<file path="src/rtl/trap_bank_pkg.sv">
package trap_bank_pkg;
  localparam int WORD_TRITS = 27;

  typedef logic [1:0] trit_t;
  localparam trit_t T_Z = 2'b00;
  localparam trit_t T_P = 2'b01;
  localparam trit_t T_N = 2'b10;

  // trit positions inside the status word
  localparam int ST_MODE  = 0;
  localparam int ST_IE    = 1;
  localparam int ST_DEPTH = 2;

  localparam logic [1:0] KIND_DIV0    = 2'b00;
  localparam logic [1:0] KIND_FAULT   = 2'b01;
  localparam logic [1:0] KIND_ILLEGAL = 2'b10;
  localparam logic [1:0] KIND_CALL    = 2'b11;

  localparam int CAUSE_DIV0    = -13;
  localparam int CAUSE_FAULT   = -11;
  localparam int CAUSE_ILLEGAL = -10;
  localparam int CAUSE_UCALL   = 0;
  localparam int CAUSE_HCALL   = 1;
  localparam int CAUSE_DCALL   = 2;

  // CSR addresses
  localparam int A_PC      = 1;
  localparam int A_LMODE   = 2;
  localparam int A_FLAGS   = 3;
  localparam int A_RPC0    = 4;
  localparam int A_CAUSE0  = 5;
  localparam int A_VECTOR  = 6;
  localparam int A_STATUS  = 7;
  localparam int A_SAVE0   = 8;
  localparam int A_TVAL0   = 9;
  localparam int A_RPC1    = 10;
  localparam int A_CAUSE1  = 11;
  localparam int A_SAVE1   = 12;
  localparam int A_TVAL1   = 13;

  // field selector inside a save bank
  localparam logic [1:0] FLD_RPC   = 2'd0;
  localparam logic [1:0] FLD_CAUSE = 2'd1;
  localparam logic [1:0] FLD_SAVE  = 2'd2;
  localparam logic [1:0] FLD_TVAL  = 2'd3;

  function automatic trit_t trit_clean(trit_t t);
    return (t == 2'b11) ? T_Z : t;
  endfunction
endpackage

</file>
<file path="src/rtl/trap_cause_encode.sv">
module trap_cause_encode
  import trap_bank_pkg::*;
#(
  parameter int TRITS = WORD_TRITS,
  localparam int W = 2 * TRITS
) (
  input  logic [1:0]   kind,
  input  logic [1:0]   flavor,
  input  logic [W-1:0] info,
  output logic [W-1:0] cause,
  output logic [W-1:0] tval
);
  function automatic logic [W-1:0] int_to_word(int v);
    logic [W-1:0] w;
    int rest;
    int r;
    w = '0;
    rest = v;
    for (int i = 0; i < TRITS; i++) begin
      r = rest % 3;
      if (r < 0) r = r + 3;
      if (r == 1) begin
        w[2*i +: 2] = T_P;
        rest = (rest - 1) / 3;
      end else if (r == 2) begin
        w[2*i +: 2] = T_N;
        rest = (rest + 1) / 3;
      end else begin
        rest = rest / 3;
      end
    end
    return w;
  endfunction

  localparam logic [W-1:0] W_DIV0    = int_to_word(CAUSE_DIV0);
  localparam logic [W-1:0] W_FAULT   = int_to_word(CAUSE_FAULT);
  localparam logic [W-1:0] W_ILLEGAL = int_to_word(CAUSE_ILLEGAL);
  localparam logic [W-1:0] W_UCALL   = int_to_word(CAUSE_UCALL);
  localparam logic [W-1:0] W_HCALL   = int_to_word(CAUSE_HCALL);
  localparam logic [W-1:0] W_DCALL   = int_to_word(CAUSE_DCALL);

  trit_t flav_c;
  assign flav_c = trit_clean(flavor);

  always_comb begin
    cause = W_DIV0;
    tval  = '0;
    unique case (kind)
      KIND_DIV0:    cause = W_DIV0;
      KIND_FAULT: begin
        cause = W_FAULT;
        tval  = info;
      end
      KIND_ILLEGAL: begin
        cause = W_ILLEGAL;
        tval  = info;
      end
      default: begin
        if (flav_c == T_P)      cause = W_HCALL;
        else if (flav_c == T_N) cause = W_DCALL;
        else                    cause = W_UCALL;
      end
    endcase
  end
endmodule

</file>
<file path="src/rtl/trap_save_bank.sv">
module trap_save_bank
  import trap_bank_pkg::*;
#(
  parameter int TRITS = WORD_TRITS,
  localparam int W = 2 * TRITS
) (
  input  logic         clk,
  input  logic         rst_n,
  input  logic         clr,
  input  logic         capture,
  input  logic [W-1:0] cap_rpc,
  input  logic [W-1:0] cap_save,
  input  logic [W-1:0] cap_cause,
  input  logic [W-1:0] cap_tval,
  input  logic         wr_en,
  input  logic [1:0]   wr_fld,
  input  logic [W-1:0] wr_data,
  output logic [W-1:0] rpc_q,
  output logic [W-1:0] save_q,
  output logic [W-1:0] cause_q,
  output logic [W-1:0] tval_q
);
  always_ff @(posedge clk) begin
    if (!rst_n || clr) begin
      rpc_q   <= '0;
      save_q  <= '0;
      cause_q <= '0;
      tval_q  <= '0;
    end else if (capture) begin
      rpc_q   <= cap_rpc;
      save_q  <= cap_save;
      cause_q <= cap_cause;
      tval_q  <= cap_tval;
    end else if (wr_en) begin
      unique case (wr_fld)
        FLD_RPC:   rpc_q   <= wr_data;
        FLD_CAUSE: cause_q <= wr_data;
        FLD_SAVE:  save_q  <= wr_data;
        default:   tval_q  <= wr_data;
      endcase
    end
  end
endmodule

</file>
<file path="src/rtl/trap_bank_ctrl.sv">
module trap_bank_ctrl
  import trap_bank_pkg::*;
#(
  parameter int TRITS  = WORD_TRITS,
  parameter int ADDR_W = 4,
  localparam int W     = 2 * TRITS,
  localparam int NBANK = 2
) (
  input  logic              clk,
  input  logic              rst_n,
  input  logic              trap_req,
  input  logic [1:0]        trap_kind,
  input  logic [1:0]        trap_flavor,
  input  logic [W-1:0]      trap_info,
  input  logic [W-1:0]      cur_pc,
  input  logic              trap_ret,
  input  logic              csr_we,
  input  logic [ADDR_W-1:0] csr_addr,
  input  logic [W-1:0]      csr_wdata,
  output logic [W-1:0]      csr_rdata,
  output logic [W-1:0]      status_out,
  output logic              redirect_valid,
  output logic [W-1:0]      redirect_pc,
  output logic              mcheck_reset
);
  // input normalisation: code 11 reads as Z
  logic [W-1:0] info_c, pc_c, wdata_c;
  for (genvar g = 0; g < TRITS; g++) begin : g_clean
    assign info_c[2*g +: 2]  = trit_clean(trap_info[2*g +: 2]);
    assign pc_c[2*g +: 2]    = trit_clean(cur_pc[2*g +: 2]);
    assign wdata_c[2*g +: 2] = trit_clean(csr_wdata[2*g +: 2]);
  end

  logic [W-1:0] status_q, lmode_q, flags_q, vector_q;
  logic [W-1:0] cause_w, tval_w;

  trap_cause_encode #(.TRITS(TRITS)) u_cause (
    .kind   (trap_kind),
    .flavor (trap_flavor),
    .info   (info_c),
    .cause  (cause_w),
    .tval   (tval_w)
  );

  trit_t depth;
  assign depth = status_q[2*ST_DEPTH +: 2];

  logic enter0, enter1, triple, ret_take, ret_sel, wr_ok;
  assign enter0   = trap_req && (depth == T_Z);
  assign enter1   = trap_req && (depth == T_P);
  assign triple   = trap_req && (depth == T_N);
  assign ret_take = trap_ret && !trap_req && (depth != T_Z);
  assign ret_sel  = (depth == T_N);
  assign wr_ok    = csr_we && !trap_req && !trap_ret;

  int unsigned addr_i;
  assign addr_i = int'(csr_addr);

  // bank write decode
  logic [NBANK-1:0] bk_wr;
  logic [1:0]       bk_fld;
  always_comb begin
    bk_wr  = '0;
    bk_fld = FLD_RPC;
    if (wr_ok) begin
      unique case (addr_i)
        A_RPC0:   begin bk_wr[0] = 1'b1; bk_fld = FLD_RPC;   end
        A_CAUSE0: begin bk_wr[0] = 1'b1; bk_fld = FLD_CAUSE; end
        A_SAVE0:  begin bk_wr[0] = 1'b1; bk_fld = FLD_SAVE;  end
        A_TVAL0:  begin bk_wr[0] = 1'b1; bk_fld = FLD_TVAL;  end
        A_RPC1:   begin bk_wr[1] = 1'b1; bk_fld = FLD_RPC;   end
        A_CAUSE1: begin bk_wr[1] = 1'b1; bk_fld = FLD_CAUSE; end
        A_SAVE1:  begin bk_wr[1] = 1'b1; bk_fld = FLD_SAVE;  end
        A_TVAL1:  begin bk_wr[1] = 1'b1; bk_fld = FLD_TVAL;  end
        default:  ;
      endcase
    end
  end

  logic [NBANK-1:0] bk_cap;
  assign bk_cap = {enter1, enter0};

  logic [W-1:0] bk_rpc   [NBANK];
  logic [W-1:0] bk_save  [NBANK];
  logic [W-1:0] bk_cause [NBANK];
  logic [W-1:0] bk_tval  [NBANK];

  for (genvar b = 0; b < NBANK; b++) begin : g_bank
    trap_save_bank #(.TRITS(TRITS)) u_bank (
      .clk       (clk),
      .rst_n     (rst_n),
      .clr       (triple),
      .capture   (bk_cap[b]),
      .cap_rpc   (pc_c),
      .cap_save  (status_q),
      .cap_cause (cause_w),
      .cap_tval  (tval_w),
      .wr_en     (bk_wr[b]),
      .wr_fld    (bk_fld),
      .wr_data   (wdata_c),
      .rpc_q     (bk_rpc[b]),
      .save_q    (bk_save[b]),
      .cause_q   (bk_cause[b]),
      .tval_q    (bk_tval[b])
    );
  end

  // status word
  logic [W-1:0] status_entry0, status_entry1;
  always_comb begin
    status_entry0 = status_q;
    status_entry0[2*ST_MODE +: 2]  = T_N;
    status_entry0[2*ST_IE +: 2]    = T_N;
    status_entry0[2*ST_DEPTH +: 2] = T_P;
    status_entry1 = status_q;
    status_entry1[2*ST_DEPTH +: 2] = T_N;
  end

  always_ff @(posedge clk) begin
    if (!rst_n || triple)                     status_q <= '0;
    else if (enter0)                          status_q <= status_entry0;
    else if (enter1)                          status_q <= status_entry1;
    else if (ret_take)                        status_q <= bk_save[ret_sel];
    else if (wr_ok && addr_i == A_STATUS)     status_q <= wdata_c;
  end

  // plain stored registers
  always_ff @(posedge clk) begin
    if (!rst_n || triple) begin
      lmode_q  <= '0;
      flags_q  <= '0;
      vector_q <= '0;
    end else if (wr_ok) begin
      if (addr_i == A_LMODE)  lmode_q  <= wdata_c;
      if (addr_i == A_FLAGS)  flags_q  <= wdata_c;
      if (addr_i == A_VECTOR) vector_q <= wdata_c;
    end
  end

  // redirect and machine-check
  always_ff @(posedge clk) begin
    if (!rst_n) begin
      redirect_valid <= 1'b0;
      redirect_pc    <= '0;
      mcheck_reset   <= 1'b0;
    end else begin
      redirect_valid <= trap_req || ret_take;
      mcheck_reset   <= triple;
      if (triple)                 redirect_pc <= '0;
      else if (enter0 || enter1)  redirect_pc <= vector_q;
      else if (ret_take)          redirect_pc <= bk_rpc[ret_sel];
    end
  end

  // CSR read
  always_comb begin
    unique case (addr_i)
      A_PC:     csr_rdata = pc_c;
      A_LMODE:  csr_rdata = lmode_q;
      A_FLAGS:  csr_rdata = flags_q;
      A_RPC0:   csr_rdata = bk_rpc[0];
      A_CAUSE0: csr_rdata = bk_cause[0];
      A_VECTOR: csr_rdata = vector_q;
      A_STATUS: csr_rdata = status_q;
      A_SAVE0:  csr_rdata = bk_save[0];
      A_TVAL0:  csr_rdata = bk_tval[0];
      A_RPC1:   csr_rdata = bk_rpc[1];
      A_CAUSE1: csr_rdata = bk_cause[1];
      A_SAVE1:  csr_rdata = bk_save[1];
      A_TVAL1:  csr_rdata = bk_tval[1];
      default:  csr_rdata = '0;
    endcase
  end

  assign status_out = status_q;
endmodule

</file>
<file path="config.mk">
export PLATFORM = sky130hd
export DESIGN_NAME = trap_bank_ctrl
export DESIGN_NICKNAME = d
export VERILOG_FILES = /design/src/rtl/trap_bank_pkg.sv /design/src/rtl/trap_cause_encode.sv /design/src/rtl/trap_save_bank.sv /design/src/rtl/trap_bank_ctrl.sv
export SDC_FILE = /design/constraint.sdc
export NUM_CORES = 2
export LEC_CHECK = 0
export CORE_MARGIN = 3
export CORE_UTILIZATION = 30
export CTS_CLUSTER_SIZE = 12
export DETAILED_ROUTE_END_ITERATION = 12
export PLACE_DENSITY_LB_ADDON = 0.15
export SYNTH_ARGS = -nofsm -noshare
export SYNTH_HDL_FRONTEND = slang
export SYNTH_SLANG_ARGS = --single-unit
</file>
<file path="constraint.sdc">
create_clock -name clk -period 2.4 [get_ports clk]
set_input_delay 0.24 -clock clk [delete_from_list [all_inputs] [get_ports clk]]
set_output_delay 0.24 -clock clk [all_outputs]
set_load 0.02 [all_outputs]
</file>
### Word level (Yosys, flattened, before mapping)

Cells that the tools add are included.

* logic and storage cells: 308
* output and inout port bits: 164
* flip-flop bits (word level): 704
* input port bits: 175

* order comparisons: 1
* bitwise logic cells: 4
* reduce and logical (&&, ||, !) cells: 54
* mux-type cells: 124
* eq/ne operators: 106

Operator list (count)
* 54-bit two-way mux: 32
* 54-bit one-hot mux with 13 select lines: 1
* 2-bit equality test, second input constant: 86
* 2-bit two-way mux: 84
* 54-bit one-hot mux with 3 select lines: 1
* 2-bit AND reduction: 13
* 4-bit equality test, second input constant: 6
* 2-bit nonzero test: 11
* 4-bit by 3-bit equality test with 1-bit output, second input constant: 4
* 2-bit OR reduction: 6
* 2-bit by 1-bit equality test with 1-bit output, second input constant: 4
* 4-bit by 2-bit equality test with 1-bit output, second input constant: 2
* 1-bit logical AND: 8
* 4-bit OR reduction: 2
* 2-bit zero test: 3
* 6-bit two-way mux: 1
* 2-bit one-hot mux with 3 select lines: 1
* 3-bit nonzero test: 2
* 5-bit two-way mux: 1
* 4-bit by 1-bit equality test with 1-bit output, second input constant: 1
* 2-bit by 1-bit inequality test with 1-bit output, second input constant: 2
* 4-bit nonzero test: 1
* 1-bit zero test: 3
* 1-bit logical OR: 3
* other kinds (8): 11

### Logic depth before layout (Yosys ltp)

* depth after elaboration: 9
* mapped depth: 9
* gate-level depth less buffers: 6

### Hierarchy

Synthesis repeated with hierarchy kept, for this count alone.

* cell total of the unflattened synthesis: 4873
* area total of the unflattened synthesis: 38846.0 sq um

By module, submodules not included
* trap_save_bank: seq. area each 4324.1 sq um, area an instance 9895.7 sq um, cells an instance 1208, times used 2
* trap_bank_ctrl: seq. area each 5445.2 sq um, area an instance 18136.1 sq um, cells an instance 2333, times used 1
* trap_cause_encode: seq. area each 0.0 sq um, area an instance 918.4 sq um, cells an instance 124, times used 1

### Worst setup path before layout

Ideal clock, no wire load.

* kind: input to output
* from: input port csr_addr[0]
* to: output port csr_rdata[18]
* data required time: 2160 ps
* slack: 278 ps
* cell stages on the path: 8
* data arrival time: 1882 ps
* path buffers: 5
* cell sequence: buf_2 > buf_4 > buf_2 > buf_4 > buf_2 > mux4_2 > a221oi_1 > nand2_1

* longest elaborated chain between the ends: 2
* elaborated cells on any way between the ends: 14
* those cells by class: 13 x eq/ne; 1 x mux

Ends and longest elaborated chain
* start, declared: line trap_bank_ctrl.sv:18 `input logic [ADDR_W-1:0] csr_addr,`
* 4-bit equality test, or another cell as far along: line trap_bank_ctrl.sv:157 `unique case (addr_i)`
* 54-bit one-hot mux with 13 select lines *: line trap_bank_ctrl.sv:157
* end, declared: line trap_bank_ctrl.sv:20 `output logic [W-1:0] csr_rdata,`

Every way passes the cells marked *; elsewhere a longest branch is shown, timed or not.

### Worst setup path in the final report

* from: register g_bank[0].u_bank.save_q[32]
* to: output port csr_rdata[32]

* longest elaborated chain between the ends: 1

Ends and longest elaborated chain
* start, declared: line trap_save_bank.sv:19 `output logic [W-1:0] save_q,`
* start signal, assigned: line trap_save_bank.sv:31 `save_q <= cap_save;`
* start signal, assigned: line trap_save_bank.sv:38 `FLD_SAVE: save_q <= wr_data;`
* 54-bit one-hot mux with 13 select lines: line trap_bank_ctrl.sv:157

No other way between the ends.

==> flow_summary.json <==
{
  "outcome": "complete, but fails checks",
  "violations": "negative setup slack",
  "die_area_sq_mm": 0.124,
  "drt_pre_antenna_iters": 7,
  "gp_congestion": 0.920,
  "reg2reg_from": "status_out[5]",
  "drv_cap": 0,
  "grt_use_total_pct": 30.4,
  "yosys_register_bits": 704,
  "wirelength_um": 197000,
  "crit_path_end_kind": "output port",
  "clockBufferDepth": 3,
  "cp-start-kind": "flip-flop",
  "ys_types": 75,
  "antenna_found_initial": 4,
  "yosys_warnings": 0,
  "clock.fmax_ghz": 0.398,
  "synth_top_area_share_pct": 39.2,
  "whs_ns": 0.302,
  "clk_pin_slew_ns": 0.06,
  "clockRootBuffer": "clkbuf_16",
  "dr.first_iter.drc_count": 5184,
  "slowest_delay_ns": 0.58,
  "synth_edf_count": 0,
  "initial_core_util_pct": 30.4,
  "timing.final.hold_violations": 0,
  "std_cell_rows": 126,
  "setup_ws_ns": -0.112,
  "drive_gt1_share_pct": 16.9,
  "pre_cts_slack_ns": -0.256,
  "min_period_ns": 2.51,
  "dpl_cell_area_sq_mm": 0.0440,
  "final-setup-viol-count": 7,
  "clk_latency_ns": 0.67,
  "power_leakage_nw": 16.4,
  "powerDensity_mw_per_mm2": 669,
  "ys.flop_type": "dfxtp_1",
  "vias": 39586,
  "portBuffers": 338,
  "detail_route.vias_per_cell": 5.80,
  "min_to": "redirect_valid",
  "crit_path_cell_trace": "mux2_4, a22oi_2, o31ai_1, or4_4, buf_6",
  "ys_seq_area_share_pct": 39.2,
  "synthArstFlopShare_pct": 0,
  "syn_area_sq_mm": 0.0359,
  "tns_ns": -0.234,
  "syn_area_per_cell_sq_um": 7.56,
  "fin_crit_sh_pct": 105,
  "cp_max_fo": 2,
  "grt.overflow.total": 0,
  "min_path_type": "in2reg",
  "area_growth_pct": 31.5,
  "final_common_cell": "nand2_1",
  "cts_tree": "yes",
  "p_total_mw": 31.6,
  "synth_cells": 4756,
  "grt_max_degree": 163,
  "core_area_sq_mm": 0.118,
  "fp.dieH_um": 352,
  "worstMarginPinSlew_ns": 0.838,
  "grt_pass1_vias": 36869,
  "num_io_pins": 339,
  "die_x_um": 352,
  "place_inst": 6659,
  "cpMaxStageDelayCell": "or4_4",
  "synthTopCellsByArea": "dfxtp_1, nand2_1, a31oi_1, a21oi_1, o21ai_0",
  "finalMaxSlewViolations": 0,
  "r2r_cells": 6,
  "reg2reg_to": "g_bank[0].u_bank.tval_q[47]",
  "synth.largest_area_cell": "dfxtp_1",
  "layout.nets": 5335,
  "antenna_left": 0,
  "wl_per_cell_um": 28.9,
  "vdd_ir_drop_max_v": 0.000466,
  "hold_start": "trap_ret",
  "grt_pass1_wl_um": 279000,
  "hpwl_um": 135000,
  "h-tree-depth": 3,
  "final_area_sq_mm": 0.0473,
  "final_util_pct": 39.9,
  "layout_common_cells": "nand2_1, dfxtp_1, a31oi_1, buf_4, a21oi_1",
  "synthesis.nets": 4935,
  "cts_hold_buf": 0,
  "slew_headroom_pct": 44.1,
  "crit_type": "reg2out",
  "critical_path_required_ns": 2.16,
  "reg2reg_slack_ns": 0.10,
  "drc_errors": 0,
  "final_cells": 6821,
  "cts.sinks": 704,
  "skew_ns": 0.0236,
  "worstPathArrival_ns": 2.27,
  "worst_hold_path.num_cells": 3,
  "rsz0062_at_grt": "yes",
  "cts_made_buffers": 84,
  "antenna_cells": 0
}
-- critical path, delay by kind of cell (launching register included) --
family	cells	cell delay, ns
compound gates	2	0.21
buf+inv	1	0.16
flops	1	0.36
mux	1	0.27
simple gates	1	0.58
-- per-layer routing --
layer / up-vias / part of all wire (%) / track usage [%]
met5: - / 0.0066 / 0
met4: 2 / 4.9 / 14.2
met3: 426 / 9.3 / 5.41
met2: 2249 / 44 / 46.6
met1: 19305 / 42 / 41.4
li1: 17604 / - / -
-- Yosys cell counts, types with 33 or more instances --
master / instances
a31oi_1: 387
o21ai_1: 51
a221oi_1: 33
nor2b_1: 123
nand2_1: 1480
clkbuf_1: 300
dfxtp_1: 704
a22oi_1: 141
buf_4: 57
a22o_1: 42
a21oi_1: 360
nor2_1: 53
buf_2: 84
o21ai_0: 340
mux2i_1: 77
mux2_2: 101
-- registers in the layout, summed over array words and instances, names as in the netlist --
name,flops
flags_q,54
g_bank.u_bank.cause_q,108
g_bank.u_bank.rpc_q,108
g_bank.u_bank.save_q,108
g_bank.u_bank.tval_q,108
lmode_q,54
mcheck_reset,1
redirect_pc,54
redirect_valid,1
status_out,54
vector_q,54
-- power breakdown --
group	leakage, nW	internal (mW)	switching [mW]
Combinational	9.22	1.99	3.09
Clock	1.43	8.12	5.57
Sequential	5.73	12.2	0.589
Total	16.4	22.4	9.25
-- worst max-delay path by stage --
stage                                      from             to  cells after the start
floorplan                           csr_addr[0]  csr_rdata[18]                      8
global placement                     cur_pc[44]  csr_rdata[44]                      7
detailed placement                   cur_pc[44]  csr_rdata[44]                      7
CTS                 g_bank[0].u_bank.save_q[32]  csr_rdata[32]                      5
global route        g_bank[0].u_bank.save_q[32]  csr_rdata[32]                      5
finish              g_bank[0].u_bank.save_q[32]  csr_rdata[32]                      5
-- cells by family after synthesis --
kind of cell	after synthesis	synth area share (%)
muxes	192	5.91
and+or+nand+nor	1826	21.9
buffers and inverters	498	6.70
DFF	704	39.2
AOI/OAI and AO/OA	1532	26.2
adders and majority gates	4	0.139
-- layout make-up --
class / count / area [sq um]
clock buffer: 123 / 2520
clock inverter: 28 / 347
fill: 11950 / 71100
inverter: 8 / 30.0
multi-input combinational: 3554 / 19900
sequential: 704 / 14100
tap: 1600 / 2000
timing repair buffer: 804 / 8380
-- what timing repair did --
action | 4_1_cts | 5_1_grt
hold endpoints to repair | 0 | 0
buffers inserted | 2 | 10
gates cloned | 0 | 1
pin swaps | 11 | 10
gates resized for setup | 44 | 53
setup endpoints to repair | 39 | 91
Power figures use the tool's default switching activity.
